===== config.mk =====
export PLATFORM = sky130hd
export DESIGN_NAME = twin_dac_stager
export DESIGN_NICKNAME = d
export VERILOG_FILES = /design/src/rtl/twin_dac_stager.sv
export SDC_FILE = /design/constraint.sdc
export NUM_CORES = 1
export LEC_CHECK = 0
export ABC_CLOCK_PERIOD_IN_PS = 2700
export BUFFER_PORTS_ARGS = -buffer_cell sky130_fd_sc_hd__buf_2
export CAP_MARGIN = 20
export CORE_MARGIN = 5
export CORE_UTILIZATION = 30
export DETAILED_ROUTE_END_ITERATION = 6
export HOLD_SLACK_MARGIN = 0.12
export SLEW_MARGIN = 20
export SYNTH_ARGS = -nofsm -noshare
export SYNTH_HDL_FRONTEND = slang
export SYNTH_SLANG_ARGS = --single-unit

===== constraint.sdc =====
create_clock -name clk -period 2.7 [get_ports clk]
set_input_delay 0.81 -clock clk [delete_from_list [all_inputs] [get_ports clk]]
set_output_delay 0.81 -clock clk [all_outputs]
set_load 0.01 [all_outputs]

===== src/rtl/twin_dac_stager.sv =====
module twin_dac_stager #(
  parameter int LO_W = 8,
  parameter int HI_W = 4,
  localparam int CODE_W = LO_W + HI_W
) (
  input  logic              clk,
  input  logic              rst_n,
  input  logic [LO_W-1:0]   bus_d,
  input  logic [1:0]        adr,
  input  logic              sel_n,
  input  logic              wr_n,
  input  logic              upd_n,
  input  logic              clr_n,
  output logic [CODE_W-1:0] code_a,
  output logic [CODE_W-1:0] code_b
);

  logic            wr_q, cs_q;
  logic [1:0]      a_q;
  logic [LO_W-1:0] d_q;

  always_ff @(posedge clk or negedge rst_n) begin
    if (!rst_n) begin
      wr_q <= 1'b1;
      cs_q <= 1'b1;
      a_q  <= '0;
      d_q  <= '0;
    end else begin
      wr_q <= wr_n;
      cs_q <= sel_n;
      a_q  <= adr;
      d_q  <= bus_d;
    end
  end

  wire commit = !wr_q && wr_n && !cs_q;

  logic [1:0][LO_W-1:0] lo_q, lo_n;
  logic [1:0][HI_W-1:0] hi_q, hi_n;

  always_comb begin
    lo_n = lo_q;
    hi_n = hi_q;
    if (commit) begin
      if (a_q[0]) hi_n[a_q[1]] = d_q[HI_W-1:0];
      else        lo_n[a_q[1]] = d_q;
    end
  end

  always_ff @(posedge clk or negedge rst_n) begin
    if (!rst_n) begin
      lo_q   <= '0;
      hi_q   <= '0;
      code_a <= '0;
      code_b <= '0;
    end else if (!clr_n) begin
      lo_q   <= '0;
      hi_q   <= '0;
      code_a <= '0;
      code_b <= '0;
    end else begin
      lo_q <= lo_n;
      hi_q <= hi_n;
      if (!upd_n) begin
        code_a <= {hi_n[0], lo_n[0]};
        code_b <= {hi_n[1], lo_n[1]};
      end
    end
  end


  clr_zero_chk: assert property (@(posedge clk) disable iff (!rst_n)
    !clr_n |=> (code_a == '0 && code_b == '0 && lo_q == '0 && hi_q == '0));


  no_sel_chk: assert property (@(posedge clk) disable iff (!rst_n)
    (cs_q && clr_n) |=> ($stable(lo_q) && $stable(hi_q)));


  out_hold_chk: assert property (@(posedge clk) disable iff (!rst_n)
    (upd_n && clr_n) |=> ($stable(code_a) && $stable(code_b)));


  upd_sync_chk: assert property (@(posedge clk) disable iff (!rst_n)
    (!upd_n && clr_n) |=> (code_a == {hi_q[0], lo_q[0]} && code_b == {hi_q[1], lo_q[1]}));


  late_bus_chk: assert property (@(posedge clk) disable iff (!rst_n)
    (commit && clr_n && a_q == 2'b00) |=> (lo_q[0] == $past(d_q)));

endmodule


## Yosys cells after proc, flatten, opt, wreduce, memory -nomap -nowiden

Index checks and enable logic that the tools add are counted.

| operators by class | value |
|---|---|
| magnitude comparators | 2 |
| eq/ne operators | 1 |
| multiplexer cells | 16 |
| reduce and logical (&&, ||, !) cells | 5 |

Operator list:

| kind | count |
|---|---|
| two-way mux 12 bit | 4 |
| two-way mux 16 bit | 3 |
| two-way mux 8 bit | 4 |
| bitwise mux 16 bit | 1 |
| bitwise mux 8 bit | 1 |
| demux 8 bit (select 1 bit) | 1 |
| demux 4 bit (select 1 bit) | 1 |
| two-way mux 4 bit | 1 |
| logical AND 1 bit | 3 |
| logical NOT 1 bit | 2 |
| < comparator 1 x 2 -> 1 bit, second input constant | 1 |
| != test 2 bit, second input constant | 1 |
| >= comparator 1 bit, second input constant | 1 |

| word-level totals | value |
|---|---|
| flip-flop bits (word level) | 60 |
| input bits | 16 |
| output and inout bits | 24 |
| logic and storage cells | 34 |

## Depth between registers and ports, before layout

| depth | value |
|---|---|
| depth in word-level cells | 9 |
| depth in mapped cells | 4 |
| depth with buffers taken out | 3 |

## Least setup slack after synthesis

No wires, ideal clock.

| path | value |
|---|---|
| path type | input -> register |
| start point | input port wr_n |
| end point | register code_a[4] |
| setup time | 0.141 ns |
| arrival time | 1.620 ns |
| required time | 2.559 ns |
| path slack | 0.938 ns |
| stages | 4 |
| buffers on the path | 1 |
| cell sequence | or4b_4 -> buf_6 -> o21ai_2 -> a31oi_1 |

| between the ends | value |
|---|---|
| cells in the longest elaborated chain, start to end | 5 |

Ends and longest elaborated chain:

| element | RTL line | source |
|---|---|---|
| start, declared | 11 | `input logic wr_n,` |
| logical AND 1 bit (2 in a row) | 36 | `wire commit = !wr_q && wr_n && !cs_q;` |
| two-way mux 16 bit | 44 | `if (commit) begin` |
| two-way mux 12 bit | 64 | `if (!upd_n) begin` |
| two-way mux 12 bit | 56 | `end else if (!clr_n) begin` |
| end signal, assigned | 65 | `code_a <= {hi_n[0], lo_n[0]};` |
| end, declared | 14 | `output logic [CODE_W-1:0] code_a,` |

No other way between the ends. The select of a mux whose other input is x is not followed.
A chain may end at the register's enable or synchronous reset.

## Worst setup path in the final report

| path | value |
|---|---|
| start point | register a_q[0] |
| end point | register hi_q[7] in the netlist's numbering |

| between the ends | value |
|---|---|
| cells in the longest elaborated chain, start to end | 3 |

Ends and longest elaborated chain:

| element | RTL line | source |
|---|---|---|
| start, declared | 19 | `logic [1:0] a_q;` |
| start signal, assigned | 31 | `a_q <= adr;` |
| two-way mux 8 bit | 45 | `if (a_q[0]) hi_n[a_q[1]] = d_q[HI_W-1:0];` |
| two-way mux 8 bit | 44 |  |
| two-way mux 8 bit | 56 |  |
| end signal, assigned | 63 | `hi_q <= hi_n;` |
| end, declared | 39 | `logic [1:0][HI_W-1:0] hi_q, hi_n;` |

No other way between the ends.

==> summary.md <==
| Metric | Value |
|---|---|
| Grt total ovfl | `0` |
| FF-to-FF setup slack | `0.98 ns` |
| R2R Path Start | `a_q[0]` |
| Multi-input gate area | `811 µm²` |
| Routed via count | `1739` |
| HP Class | `input pin to async pin` |
| Number of diodes | `0` |
| Pins Over Slew Limit | `0` |
| Placed cells | `340` |
| Yosys warns | `0` |
| Power Dens Cells | `676 nW/µm²` |
| Synth Area in Simple Gates | `0.0846` |
| FF-to-FF End | `hi_q[7]` |
| Syn avg cell area | `11.4 µm²` |
| Worst Reg-to-Reg Cells | `3` |
| Share of cells above drive strength 1 | `0.287` |
| Vias in the first global route | `1809` |
| DRC Markers | `0` |
| Drt pass-1 iters | `4` |
| GRT Total Usage | `0.119` |
| Met2 WL post-DR | `2450 µm` |
| Area Growth Syn to Fin | `21.5%` |
| Final setup fails | `0` |
| Seq/Total Area, Yosys | `0.627` |
| # resized after CTS | `0` |
| Post-Synthesis Cells | `211` |
| GP Congestion | `0.755` |
| Core Region | `7770 µm²` |
| Commonest non-fill, non-tap cell in the layout | `dfrtp_1` |
| Effective utilization at floorplan | `0.309` |
| Die X | `99.4 µm` |
| Min Tclk post-route | `1.72 ns` |
| Worst-margin pin slew | `0.729 ns` |
| Largest family of logic cells by synthesized area | `compound AO/OA/AOI/OAI gates` |
| Post-CTS Hold Fix Bufs | `0` |
| Most frequent cells in the layout | `dfrtp_1 (58), buf_2 (39), o21ai_0 (37), a31oi_1 (24), nand2_1 (16)` |
| Fin cells | `356` |
| P_int | `1530 µW` |
| CTS root buf | `clkbuf_8` |
| DR vias/cell | `4.88` |
| Final worst path period share | `0.638` |
| Post-synthesis cell area | `2400 µm²` |
| Post-synth cell types | `20` |
| Global-route wire length before repair | `9000 µm` |
| Sequential share of power | `0.484` |
| CP Data Required Time | `2.91 ns` |
| Setup ws final | `0.977 ns` |
| Flops & latches, synth | `60` |
| Status | `finished, final reports clean` |
| Post-synthesis adder-cell area fraction | `0` |
| VDD IR max | `334 µV` |
| Wire length on met1 | `2530 µm` |
| Pin count of the biggest net entering global routing | `61` |
| CTS tree | `built` |
| Largest fanout on the critical path | `18` |
| Post-CTS Setup Inserts | `0` |
| Core Rows | `32` |
| Clk pwr share | `0.447` |
| Wirelength per Cell | `15.1 µm` |
| Leak Pwr | `0.00129 µW` |
| Setup_tns | `0 ns` |
| Logic gate share of total power | `0.069` |
| Top layer in use | `met4` |
| Slew margin rel. | `0.514` |
| CTS Sinks | `60` |
| Initial antenna violation count | `0` |
| Total CTS buffers | `9` |
| Buffers on Ports | `39` |
| IO Count | `40` |
| Die area | `9880 µm²` |
| Nature of the critical path endpoint | `flop` |
| Fin Clk Skew | `0.00779 ns` |
| Clk Latency, worst-skew pair | `0.34 ns` |
| Final #Nets | `265` |
| Power Total | `1970 µW` |
| Synthesized Nets | `227` |
| Synth Area in Compound Gates | `0.254` |
| Synth Area in XOR/XNOR | `0` |
| Max Freq | `0.580 GHz` |
| Max-cap violations | `0` |
| Critical Setup Path Class | `flop to flop` |
| Max clock buf depth | `2` |
| Die Ht | `99.4 µm` |
| First DRT Iteration DRCs | `78` |
| Clock edge transition at the registers on the reported setup and hold paths | `0.06 ns` |
| Post-synthesis mux area share | `0` |
| CP startpoint kind | `flop` |
| Filler cell count | `793` |
| H-tree Lvls | `3` |
| RSZ-0062 raised after global routing | `no` |
| Final HPWL DP | `3560 µm` |
| Sw frac | `0.225` |
| ANT nets after route | `0` |
| Sequential cell area | `1500 µm²` |
| Switching pwr | `444 µW` |
| Pre-CTS WS | `0.647 ns` |
| CP Data Arrival Time | `1.93 ns` |
| Met3 WL post-DR | `326 µm` |
| Final hold violation count | `0` |
| Routed WL | `5390 µm` |
-- kinds of logic (layout without fill, tap and decap cells) --
group | Yosys count | count (layout)
AOI/OAI and AO/OA | 96 | 96
buffers and inverters | 19 | 62
DFF | 60 | 60
and+or+nand+nor | 36 | 36
-- sequential cells by signal (all words and copies together), names as in the netlist --
signal,cells
d_q,8
hi_q,8
cs_q,1
a_q,2
lo_q,16
code_b,12
code_a,12
wr_q,1
-- through the flow --
| stage | util | cell area, µm² | hold WS [ns] |
|---|---|---|---|
| 6_report | 0.375 | 2910 | 0.471 |
| 5_1_grt | 0.375 | 2910 | 0.496 |
| 4_1_cts | 0.375 | 2910 | 0.467 |
| 3_5_place_dp | 0.347 | 2700 | 0.522 |
| 3_3_place_gp | 0.347 | 2700 | 0.515 |
| 2_1_floorplan | - | 2400 | 0.508 |
-- power groups by stage --
stage | Combinational, µW | Sequential [µW] | Clock, µW
finish | 136 | 953 | 880
global route | 154 | 957 | 944
CTS | 140 | 953 | 913
detailed placement | 139 | 970 | 0
global placement | 139 | 969 | 0
floorplan | 66.0 | 970 | 0
-- cell usage after synthesis --
| cell type | number | area [µm²] |
|---|---|---|
| nor4b_2 | 1 | 15.0 |
| nand3_1 | 8 | 40.0 |
| o21ai_2 | 10 | 87.6 |
| dfrtp_1 | 58 | 1450 |
| or4b_4 | 1 | 13.8 |
| a21boi_0 | 14 | 105 |
| a21boi_1 | 10 | 75.1 |
| nand4bb_1 | 1 | 11.3 |
| inv_1 | 2 | 7.51 |
| and4bb_2 | 1 | 12.5 |
| nand2_1 | 16 | 60.1 |
| a31oi_1 | 24 | 150 |
| buf_6 | 1 | 11.3 |
| buf_1 | 1 | 3.75 |
| o21ai_1 | 1 | 5.00 |
| nor2b_1 | 8 | 50.1 |
| dfstp_2 | 2 | 52.6 |
| buf_2 | 3 | 15.0 |
| o21ai_0 | 37 | 185 |
| clkbuf_1 | 12 | 45.0 |
-- cell type report --
cell class,count,share of cell area
Sequential cell,60,0.516
Multi-Input combinational cell,132,0.278
Timing Repair Buffer,44,0.0842
Clock buffer,12,0.0498
Tap cell,102,0.0438
Clock inverter,4,0.0249
Inverter,2,0.00258
-- critical path: stages, from the launching register on --
cell and delay [ns]:
dfrtp_1 0.81, inv_1 0.35, o21ai_0 0.29, a21boi_0 0.13
-- per-layer routing --
metal	vias up	GRT usage
li1	840	-
met3	8	0.0540
met2	35	0.176
met4	0	0.0473
met1	856	0.152
met5	-	0
-- worst max-delay path by stage --
stage / endpoint / slack [ns] / from
final: hi_q[7] / 0.98 / a_q[0]
after global routing: hi_q[7] / 0.78 / a_q[0]
after CTS: hi_q[7] / 0.96 / a_q[0]
after detailed placement: lo_q[1] / 0.65 / wr_n
after global placement: code_a[1] / 0.68 / wr_n
after floorplan: code_a[4] / 0.94 / wr_n
Power figures use the tool's default switching activity.
